### config.mk
export PLATFORM = sky130hd
export DESIGN_NAME = fifo_svc_irq
export DESIGN_NICKNAME = d
export VERILOG_FILES = /design/src/rtl/fsi_pkg.sv /design/src/rtl/fsi_store.sv /design/src/rtl/fsi_level.sv /design/src/rtl/fsi_irq.sv /design/src/rtl/fifo_svc_irq.sv
export SDC_FILE = /design/constraint.sdc
export NUM_CORES = 1
export LEC_CHECK = 0
export ABC_CLOCK_PERIOD_IN_PS = 5450
export BUFFER_PORTS_ARGS = -buffer_cell sky130_fd_sc_hd__buf_2
export CELL_PAD_IN_SITES_DETAIL_PLACEMENT = 1
export CELL_PAD_IN_SITES_GLOBAL_PLACEMENT = 1
export CORE_UTILIZATION = 45
export CTS_CLUSTER_DIAMETER = 150
export DETAILED_ROUTE_END_ITERATION = 7
export PLACE_DENSITY = 0.73
export SYNTH_ARGS = -nofsm -noshare
export SYNTH_HDL_FRONTEND = slang
export SYNTH_SLANG_ARGS = --single-unit
### constraint.sdc
create_clock -name clk_i -period 5.45 [get_ports clk_i]
set_input_delay 0.545 -clock clk_i [delete_from_list [all_inputs] [get_ports clk_i]]
set_output_delay 0.545 -clock clk_i [all_outputs]
set_load 0.005 [all_outputs]
### src/rtl/fsi_pkg.sv
package fsi_pkg;
  typedef enum logic {
    DIR_FWD = 1'b0,
    DIR_REV = 1'b1
  } dir_e;
endpackage

### src/rtl/fsi_store.sv
module fsi_store #(
  parameter int unsigned DEPTH = 16,
  parameter int unsigned WIDTH = 8
) (
  input  logic             clk_i,
  input  logic             rst_ni,
  input  logic             push_i,
  input  logic             pop_i,
  input  logic [WIDTH-1:0] wdata_i,
  output logic [WIDTH-1:0] rdata_o
);
  localparam int unsigned PW = $clog2(DEPTH);

  logic [WIDTH-1:0] mem_q [DEPTH];
  logic [PW-1:0]    wr_ptr_q, rd_ptr_q;

  function automatic logic [PW-1:0] ptr_inc(input logic [PW-1:0] p);
    return (p == PW'(DEPTH - 1)) ? '0 : p + 1'b1;
  endfunction

  always_ff @(posedge clk_i or negedge rst_ni) begin
    if (!rst_ni) begin
      wr_ptr_q <= '0;
      rd_ptr_q <= '0;
    end else begin
      if (push_i) wr_ptr_q <= ptr_inc(wr_ptr_q);
      if (pop_i)  rd_ptr_q <= ptr_inc(rd_ptr_q);
    end
  end

  always_ff @(posedge clk_i) begin
    if (push_i) mem_q[wr_ptr_q] <= wdata_i;
  end

  assign rdata_o = mem_q[rd_ptr_q];
endmodule

### src/rtl/fsi_level.sv
module fsi_level #(
  parameter int unsigned DEPTH = 16,
  localparam int unsigned CW   = $clog2(DEPTH + 1)
) (
  input  logic          clk_i,
  input  logic          rst_ni,
  input  logic          push_req_i,
  input  logic          pop_req_i,
  input  logic          err_clr_i,
  output logic          push_ok_o,
  output logic          pop_ok_o,
  output logic [CW-1:0] count_o,
  output logic          full_o,
  output logic          empty_o,
  output logic          err_o
);
  logic [CW-1:0] cnt_q;
  logic          err_q;
  logic          illegal;

  assign full_o    = (cnt_q == CW'(DEPTH));
  assign empty_o   = (cnt_q == '0);
  assign push_ok_o = push_req_i && !full_o;
  assign pop_ok_o  = pop_req_i && !empty_o;
  assign illegal   = (push_req_i && full_o) || (pop_req_i && empty_o);

  always_ff @(posedge clk_i or negedge rst_ni) begin
    if (!rst_ni) begin
      cnt_q <= '0;
      err_q <= 1'b0;
    end else begin
      if (push_ok_o && !pop_ok_o)      cnt_q <= cnt_q + 1'b1;
      else if (pop_ok_o && !push_ok_o) cnt_q <= cnt_q - 1'b1;
      // new error wins over clear
      if (illegal)        err_q <= 1'b1;
      else if (err_clr_i) err_q <= 1'b0;
    end
  end

  assign count_o = cnt_q;
  assign err_o   = err_q;
endmodule

### src/rtl/fsi_irq.sv
module fsi_irq #(
  parameter int unsigned DEPTH = 16,
  localparam int unsigned CW   = $clog2(DEPTH + 1),
  localparam int unsigned TW   = $clog2(DEPTH)
) (
  input  fsi_pkg::dir_e dir_i,
  input  logic [TW-1:0] thresh_i,
  input  logic          mask_i,
  input  logic [CW-1:0] count_i,
  output logic          irq_o
);
  logic [CW:0] sum;
  logic        fwd_hit, rev_hit;

  assign fwd_hit = (CW'(thresh_i) >= count_i);
  assign sum     = (CW+1)'(count_i) + (CW+1)'(thresh_i);
  assign rev_hit = (sum >= (CW+1)'(DEPTH));

  always_comb begin
    irq_o = 1'b0;
    if (!mask_i) irq_o = (dir_i == fsi_pkg::DIR_REV) ? rev_hit : fwd_hit;
  end
endmodule

### src/rtl/fifo_svc_irq.sv
module fifo_svc_irq #(
  parameter int unsigned DEPTH = 16,
  parameter int unsigned WIDTH = 8,
  localparam int unsigned CW   = $clog2(DEPTH + 1),
  localparam int unsigned TW   = $clog2(DEPTH)
) (
  input  logic             clk_i,
  input  logic             rst_ni,
  input  logic             dir_i,
  input  logic [TW-1:0]    thresh_i,
  input  logic             svc_mask_i,
  input  logic             host_wr_i,
  input  logic [WIDTH-1:0] host_wdata_i,
  input  logic             host_rd_i,
  input  logic             per_wr_i,
  input  logic [WIDTH-1:0] per_wdata_i,
  input  logic             per_rd_i,
  output logic [WIDTH-1:0] rd_data_o,
  output logic [CW-1:0]    count_o,
  output logic             full_o,
  output logic             empty_o,
  output logic             irq_o,
  output logic             err_o,
  input  logic             err_clr_i
);
  fsi_pkg::dir_e    dir;
  logic             push_req, pop_req, push_ok, pop_ok;
  logic [WIDTH-1:0] wdata;

  assign dir      = fsi_pkg::dir_e'(dir_i);
  assign push_req = (dir == fsi_pkg::DIR_REV) ? per_wr_i : host_wr_i;
  assign pop_req  = (dir == fsi_pkg::DIR_REV) ? host_rd_i : per_rd_i;
  assign wdata    = (dir == fsi_pkg::DIR_REV) ? per_wdata_i : host_wdata_i;

  fsi_level #(.DEPTH(DEPTH)) u_level (
    .clk_i(clk_i), .rst_ni(rst_ni),
    .push_req_i(push_req), .pop_req_i(pop_req), .err_clr_i(err_clr_i),
    .push_ok_o(push_ok), .pop_ok_o(pop_ok),
    .count_o(count_o), .full_o(full_o), .empty_o(empty_o), .err_o(err_o)
  );

  fsi_store #(.DEPTH(DEPTH), .WIDTH(WIDTH)) u_store (
    .clk_i(clk_i), .rst_ni(rst_ni),
    .push_i(push_ok), .pop_i(pop_ok),
    .wdata_i(wdata), .rdata_o(rd_data_o)
  );

  fsi_irq #(.DEPTH(DEPTH)) u_irq (
    .dir_i(dir), .thresh_i(thresh_i), .mask_i(svc_mask_i),
    .count_i(count_o), .irq_o(irq_o)
  );
endmodule

== Word-level counts from Yosys, hierarchy flattened ==
Memories as Yosys holds them, arrays and structs flattened.
Cells that the tools add are included.

* Logic and storage cells: 42
* Bits in registers: 14
* Memories kept: 1
* RAM bits: 128
* Latch bits: 0
* Bits in read-only memories: 0

* Reduce and logical (&&, ||, !) cells: 14
* Mux-type cells: 13
* Equal/unequal tests: 3
* Shifts and indexed selects: 0
* $add $sub $neg: 5
* Divide/modulo/power cells: 0
* Bitwise gates (word level): 0
* Multiply operators: 0
* Order comparisons: 2

{| class="wikitable"
|+ Memories
! name !! depth !! width !! rd ports !! clocked after Yosys merged registers in !! write ports !! line !! RTL
|-
| u_store.mem_q || 16 || 8 || 1 || 0 || 1 || fsi_store.sv:14 || <nowiki>logic [WIDTH-1:0] mem_q [DEPTH];</nowiki>
|}

{| class="wikitable"
|+ Operator list
! operator !! count
|-
| $mux W5 || 2
|-
| $add A4 B1 Y4 const B || 2
|-
| $eq A4 B4 Y1 const B || 2
|-
| $mux W1 || 8
|-
| $mux W4 || 2
|-
| $mux W8 || 1
|-
| $add A5 B4 Y6 || 1
|-
| $ge A6 B5 Y1 const B || 1
|-
| $logic_and A1 B1 Y1 || 6
|-
| $add A5 B1 Y5 const B || 1
|-
| $eq A5 B5 Y1 const B || 1
|-
| $ge A4 B5 Y1 || 1
|-
| $logic_not A5 Y1 || 1
|-
| $sub A5 B1 Y5 const B || 1
|-
| $logic_not A1 Y1 || 4
|-
| $reduce_bool A2 Y1 || 2
|-
| $logic_or A1 B1 Y1 || 1
|}

== Longest topological paths before layout ==
Gate-level depths: netlist of the first run.

* Depth after elaboration: 7
* Mapped depth: 12
* Depth with buffers taken out: 11

== Hierarchy ==
Synthesis of the first run repeated with hierarchy kept, for this count alone.

* Cell total of the unflattened synthesis: 375
* Area, all modules: 6244.7 µm²

{| class="wikitable"
|+ By module, submodules not included
! module !! area an instance (µm²) !! cells each !! sequential area each (µm²) !! instances
|-
| fsi_store || 5421.4 || 289 || 4043.9 || 1
|-
| fsi_level || 475.5 || 50 || 150.1 || 1
|-
| fsi_irq || 186.4 || 25 || 0.0 || 1
|-
| fifo_svc_irq || 161.4 || 11 || 0.0 || 1
|}

== Worst setup path after synthesis of the first run ==
Ideal clock, no wire load.

* Kind: reg-to-reg
* Start: reg u_level.cnt_q[0] (netlist: u_level.count_o[0])
* End: reg u_level.cnt_q[4] (netlist: u_level.count_o[4])
* Stages on the path, launching flop included: 13
* Arrival time: 2.430 ns
* Slack: 2.940 ns
* Setup time: 0.080 ns
* Period minus slack after synthesis: 2.510 ns
* Cell sequence: dfrtp_1 nor4_4 nand2_1 inv_2 nor2_1 buf_6 ha_1 inv_1 ha_1 a21o_1 a21oi_1 mux2i_1 xnor2_1

* Longest elaborated chain between the ends: 6

{| class="wikitable"
|+ Ends and longest elaborated chain
! element !! line !! RTL
|-
| start: declaration || fsi_level.sv:17 || <nowiki>logic [CW-1:0] cnt_q;</nowiki>
|-
| start signal: assignment || fsi_level.sv:32 || <nowiki>if (push_ok_o && !pop_ok_o) cnt_q <= cnt_q + 1'b1;</nowiki>
|-
| start signal: assignment || fsi_level.sv:33 || <nowiki>else if (pop_ok_o && !push_ok_o) cnt_q <= cnt_q - 1'b1;</nowiki>
|-
| $eq A5 B5 Y1 (*) || fsi_level.sv:21 || <nowiki>assign full_o = (cnt_q == CW'(DEPTH));</nowiki>
|-
| net full_o || fifo_svc_irq.sv:20 || <nowiki>output logic full_o,</nowiki>
|-
| $logic_not A1 Y1 (*) || fsi_level.sv:23 || <nowiki>assign push_ok_o = push_req_i && !full_o;</nowiki>
|-
| $logic_and A1 B1 Y1 (*) || fsi_level.sv:23 ||
|-
| net push_ok || fifo_svc_irq.sv:27 || <nowiki>logic push_req, pop_req, push_ok, pop_ok;</nowiki>
|-
| $logic_not A1 Y1 || fsi_level.sv:33 ||
|-
| $logic_and A1 B1 Y1 || fsi_level.sv:33 ||
|-
| $reduce_bool A2 Y1 (no source line) || n/a ||
|}

Mark *: on every way through the listed nets, which the timed path passes. The rest lies on a longest branch. The select of a mux whose other input is x is not followed.
A chain may end at the register's enable or synchronous reset.

== Final worst setup path of the first run ==
* Start: reg u_store.rd_ptr_q[0]
* End: out rd_data_o[4]

* Longest elaborated chain between the ends: 1

{| class="wikitable"
|+ Ends and longest elaborated chain
! element !! line !! RTL
|-
| start: declaration || fsi_store.sv:15 || <nowiki>logic [PW-1:0] wr_ptr_q, rd_ptr_q;</nowiki>
|-
| start signal: assignment || fsi_store.sv:27 || <nowiki>if (pop_i) rd_ptr_q <= ptr_inc(rd_ptr_q);</nowiki>
|-
| $mem_v2 Z16 W8 || n/a ||
|-
| end: declaration || fifo_svc_irq.sv:18 || <nowiki>output logic [WIDTH-1:0] rd_data_o,</nowiki>
|}

Every way passes these cells.

==> flow_summary.yaml, run 1 <==
status:
  status: "completed"
synthesis:
  synthFlopType: "edfxtp_1"
  syn_avg_cell_area_sq_um: 16.3
  synth-seq-cells: 142
  netlist.area_leader.share: 0.619
  synth_area_sq_mm: 0.00621
  yosys_warnings: 0
  synth_commonest_cells: "128 x edfxtp_1, 26 x mux2i_1, 24 x nand2_1"
  seq_area_frac_synth: 0.675
  synth-edff-count: 128
  yosysMostFrequentCell: "edfxtp_1"
  postSynthCellCount: 381
  synth_top_area_cell: "edfxtp_1"
  async_reset_ff_frac: 0.0986
  syn_nets: 428
  synth_area_leaders: "edfxtp_1 62%, mux4_2 5.8%, dfrtp_1 5.6%, mux2i_1 4.2%, ha_1 3.4%"
  synth_cell_types: 39
routing:
  drc: 0
  dr.pass1.iters: 4
  routed_wl_um: 14100
  drt.antenna.violating_nets: 0
  routedWlPerCell_um: 22.8
  via_per_inst: 5.51
  drtIter0Drc: 202
  vias: 3412
finish:
  antenna_cells: 0
  finalNetCount: 477
  area.growth.synth_to_final_pct: 14.1
  regArea_sq_mm: 0.00420
  multi_input_area_sq_mm: 0.00183
  drive_gt1_frac: 0.242
  fillers: 1288
  finalInstanceArea_sq_mm: 0.00709
placed_design:
  place_area_sq_mm: 0.00655
  gp_congestion: 0.751
  hpwl_um: 9000
  port_buffers: 45
setup_path:
  required_ps: 4910
  worst-endpoint-arrival_ps: 2870
  cp_max_fo: 34
  critical_path_class: "reg -> out"
  start_kind: "flop"
  cp-end-kind: "primary output"
grt:
  grt_pass1_wl_um: 22100
  overflow: 0
  grt_usage: 0.218
  antenna_found_initial: 0
  grt_max_degree: 35
  grt_pass1_vias: 3785
timing:
  worst_pin_slew_ps: 1170
  setup_tns_ps: 0
  slew_viol_final: 0
  setup_violations: 0
  finalCriticalPeriod_ps: 3420
  max_slew_margin: 0.214
  max_freq_mhz: 293
  finClkSkew_ps: 10.7
  hold_viol: 0
  finalCritPeriodShare: 0.627
  rsz0062_at_grt: "no"
clock_network:
  htreeDepth: 4
  cts_num_sinks: 142
  clockBufferDepth: 2
  cts_tree: "yes"
  path_clk_slew_ps: 60
  post-cts-setup-buffers: 0
  clk_latency_ps: 420
  clockRootBuffer: "clkbuf_16"
  cts_resized: 0
  cts_hold_buf: 0
  cts_buffers: 17
power:
  p_per_area_mw_per_mm2: 526
  peakVddDrop_uv: 243
  leakagePower_nw: 2.57
  p_total_w: 0.00373
floorplan:
  die_w_um: 119
  io_pins: 46
  core_sq_mm: 0.0133
  dieArea_sq_mm: 0.0143
  dieHeight_um: 119
  placementRows: 42
  initial_core_util: 0.465
run:
  cap_violations: 0
min_path:
  hold_path.class: "in -> async"
[worst max-delay path, stage by stage, from the launching register on]
cell     delay [ps]
dfrtp_2        1050
buf_4           490
mux4_2          550
a22oi_1         170
nand2_1          60
buf_2           120
[flip-flops by register name, summed over array words and instances, names as in the netlist]
| signal | cells |
|---|---|
| u_store.mem_q | 128 |
| u_store.rd_ptr_q | 4 |
| u_store.wr_ptr_q | 4 |
| u_level.count_o | 5 |
| u_level.err_o | 1 |
[layout by cell type, fill, tap and decap left out, types with 2 or more instances in the layout]
master / Yosys / routed
buf_2: 5 / 45
nand3_1: 3 / 3
inv_1: 12 / 12
nor2_1: 15 / 15
a2111oi_0: 2 / 2
clkbuf_16: 0 / 17
a21o_1: 6 / 6
clkbuf_1: 4 / 2
nand2b_1: 3 / 3
a22oi_1: 8 / 8
ha_1: 17 / 17
a21oi_1: 13 / 13
xor2_1: 2 / 2
xnor2_1: 4 / 4
nor2b_1: 2 / 2
mux2_1: 16 / 16
clkinv_2: 0 / 4
mux2i_1: 26 / 26
o21ai_0: 12 / 12
nand2_1: 24 / 24
buf_4: 1 / 4
dfrtp_1: 14 / 13
clkinv_1: 0 / 3
edfxtp_1: 128 / 128
o21ai_1: 12 / 12
a221oi_2: 8 / 8
and2_1: 2 / 2
clkinvlp_4: 0 / 4
inv_2: 3 / 3
mux4_2: 16 / 16
nor3_1: 5 / 5
[metrics by stage]
step / std cells / util / hold slack [ps] / setup WS, ps
final: 619 / 0.531 / 39.1 / 2030
after global routing: 619 / 0.531 / 57.4 / 1810
after CTS: 619 / 0.531 / 27.4 / 1960
after detailed placement: 587 / 0.491 / 475 / 2250
after global placement: 587 / 0.491 / 472 / 2410
after floorplan: 381 / - / 249 / 2940
[power by group]
part / internal [W] / leakage (nW) / switching, W
Sequential: 0.00134 / 1.33 / 0.000234
Combinational: 0.000512 / 0.991 / 0.000584
Clock: 0.000618 / 0.251 / 0.000435
[final timing paths]
kind	cells past startpoint	slack, ps	startpoint	end
min in group clk_i	3	490	host_wr_i	u_level.err_o$_DFFE_PN0P_
max	5	2030	u_store.rd_ptr_q[0]$_DFFE_PN0P_	rd_data_o[4]
max reg2reg	6	2530	u_level.count_o[0]$_DFFE_PN0P_	u_store.mem_q[3][0]$_DFFE_PP_
min reg2reg	1	600	u_level.count_o[4]$_DFFE_PN0P_	u_level.count_o[4]$_DFFE_PN0P_
min	1	40	rst_ni	u_level.count_o[0]$_DFFE_PN0P_
max in group asynchronous	1	5120	rst_ni	u_store.rd_ptr_q[0]$_DFFE_PN0P_
[routing by layer]
| metal | GRT usage | routed length (um) | vias up |
|---|---|---|---|
| met4 | 0.0773 | 209 | 0 |
| met1 | 0.272 | 6150 | 1773 |
| met3 | 0.0513 | 376 | 22 |
| met2 | 0.371 | 7390 | 44 |
| li1 | - | - | 1573 |
| met5 | 0 | 0 | - |
[layout make-up]
class,instances,share of cell area
well taps,176,0.0311
inverters,15,0.00794
clock inverters,13,0.0141
clock buffers,19,0.0611
flip-flops and latches,142,0.592
multi-input cells,205,0.258
repair buffers,49,0.0360
[kinds of logic (layout without fill, tap and decap cells)]
| group | count (synthesis) | in the layout | share of synthesized area |
|---|---|---|---|
| AOI/OAI and AO/OA | 66 | 66 | 0.0759 |
| xor gates and xnor gates | 6 | 6 | 0.00846 |
| adders and majority gates | 18 | 18 | 0.0375 |
| buffers and inverters | 34 | 96 | 0.0308 |
| DFF | 142 | 142 | 0.675 |
| muxes | 59 | 59 | 0.131 |
| and+or+nand+nor | 56 | 56 | 0.0415 |
Note: power is estimated with default switching activity, not from simulation.
==> run 2, diff against run 1 <==
ABC_CLOCK_PERIOD_IN_PS = 3400   (was 5450)
clock period = 3.4 ns   (was 5.45 ns; I/O delays follow)
==> flow_summary.yaml, run 2 (synthesized netlist as in run 1, its figures left out) <==
status:
  status: "completed"
timing:
  max_slew_margin: 0.393
  setup_violations: 0
  finalCritPeriodShare: 0.869
  finClkSkew_ps: 7.38
  setup_tns_ps: 0
  slew_viol_final: 0
  rsz0062_at_grt: "no"
  max_freq_mhz: 338
  timing.final.ws_setup_ps: 444
  worst_pin_slew_ps: 911
  hold_viol: 0
  finalCriticalPeriod_ps: 2960
clock_network:
  cts_tree: "yes"
  cts_buffers: 17
  clockBufferDepth: 2
  clk_latency_ps: 420
  clockRootBuffer: "clkbuf_16"
  cts_num_sinks: 142
  cts_hold_buf: 1
  cts_resized: 0
  htreeDepth: 4
  post-cts-setup-buffers: 0
  path_clk_slew_ps: 60
finish:
  finalInstanceArea_sq_mm: 0.00722
  antenna_cells: 0
  regArea_sq_mm: 0.00420
  drive_gt1_frac: 0.267
  fillers: 1290
  regMostFlops: "u_store.mem_q"
  multi_input_area_sq_mm: 0.00183
  fin_util: 0.541
  final_cell_mix: "128 x edfxtp_1, 45 x buf_2, 26 x mux2i_1"
  finalNetCount: 491
  final_common_cell: "edfxtp_1"
  largest_reg_flops: 128
  area.growth.synth_to_final_pct: 16.3
grt:
  grt_usage: 0.223
  grt_pass1_vias: 3899
  overflow: 0
  grt_max_degree: 25
  antenna_found_initial: 0
  grt_pass1_wl_um: 22500
setup_path:
  rr_worst_depth: 11
  cp_max_fo: 16
  crit_family: "flip-flops"
  rrSetupSlack_ps: 480
  worst-endpoint-arrival_ps: 2620
  worstSetupStartpoint: "u_store.rd_ptr_q[0]$_DFFE_PN0P_"
  critical_path_class: "reg -> out"
  critPathMaxStageDelay_ps: 670
  rr_endpoint: "u_level.count_o[4]$_DFFE_PN0P_"
  timing.rr.start: "u_level.count_o[0]$_DFFE_PN0P_"
  cp_slowest_cell: "dfrtp_2"
  cp.depth: 7
  path_cells: "buf_4, mux2_1, o21ai_1, a21oi_1, a22oi_1, nand2_1, buf_2"
  start_kind: "flop"
  cp-end-kind: "primary output"
  required_ps: 3060
  crit_end: "rd_data_o[1]"
  critPathBufInv: 2
floorplan:
  die_w_um: 119
  placementRows: 42
  dieArea_sq_mm: 0.0143
  dieHeight_um: 119
  core_sq_mm: 0.0133
  initial_core_util: 0.465
  io_pins: 46
placed_design:
  pre_cts_slack_ps: 498
  port_buffers: 45
  place_area_sq_mm: 0.00666
  hpwl_um: 9500
  gp_congestion: 0.767
routing:
  drtIter0Drc: 234
  vias: 3485
  via_per_inst: 5.51
  dr.pass1.iters: 4
  drt.antenna.violating_nets: 0
  routedWlPerCell_um: 22.6
  routed_wl_um: 14300
  drc: 0
power:
  peakVddDrop_uv: 419
  leakagePower_nw: 2.65
  p_per_area_mw_per_mm2: 840
  p_total_w: 0.00607
run:
  cap_violations: 0
min_path:
  hold_path.class: "in -> reg"
## run 2: changes by cell type in the layout (fill, tap and decap cells not counted), sizes merged
cell | previous run | this run
inv | 15 | 16
clkinv | 8 | 7
clkinvlp | 4 | 5
clkbuf | 19 | 18
buf | 49 | 62
dlygate4sd3 | 0 | 1
## run 2: tightest hold or removal path, stage by stage
cell and delay, ps:
buf_2 80, mux2i_1 80, o21ai_0 190
## run 2: through the flow
step                      cells  hold WS (ps)
after floorplan             381          44.4
after global placement      600           264
after detailed placement    600           264
after CTS                   633           279
after global routing        633           349
final                       633           313
## run 2: how the worst min path moves through the flow
| stage | start | to | slack (ps) | cells after the start |
|---|---|---|---|---|
| after floorplan | rst_ni | u_level.count_o[0]$_DFFE_PN0P_ | 40 | 0 |
| after global placement | rst_ni | u_level.count_o[1]$_DFFE_PN0P_ | 260 | 1 |
| after global routing | per_rd_i | u_level.err_o$_DFFE_PN0P_ | 350 | 4 |
| final | host_wr_i | u_level.err_o$_DFFE_PN0P_ | 310 | 3 |
| after detailed placement | rst_ni | u_level.count_o[1]$_DFFE_PN0P_ | 260 | 1 |
| after CTS | host_wr_i | u_level.err_o$_DFFE_PN0P_ | 280 | 3 |
## run 2: where the power goes
part	internal, W	leakage, nW	total, W	switching [W]
clock network	0.00100	0.253	0.00170	0.000703
registers	0.00215	1.33	0.00239	0.000233
logic	0.000872	1.07	0.00198	0.00111
## run 2: metal layers
metal	routed length (um)	global-route usage
met1	6010	0.270
met2	7620	0.385
met3	479	0.0547
met4	190	0.0852
met5	0	0
## run 2: layout make-up
cell class	count	share of cell area
timing repair buffer	63	0.0520
clock buffer	18	0.0594
multi-input combinational	205	0.253
clock inverter	14	0.0166
tap	176	0.0305
sequential	142	0.581
inverter	15	0.00779
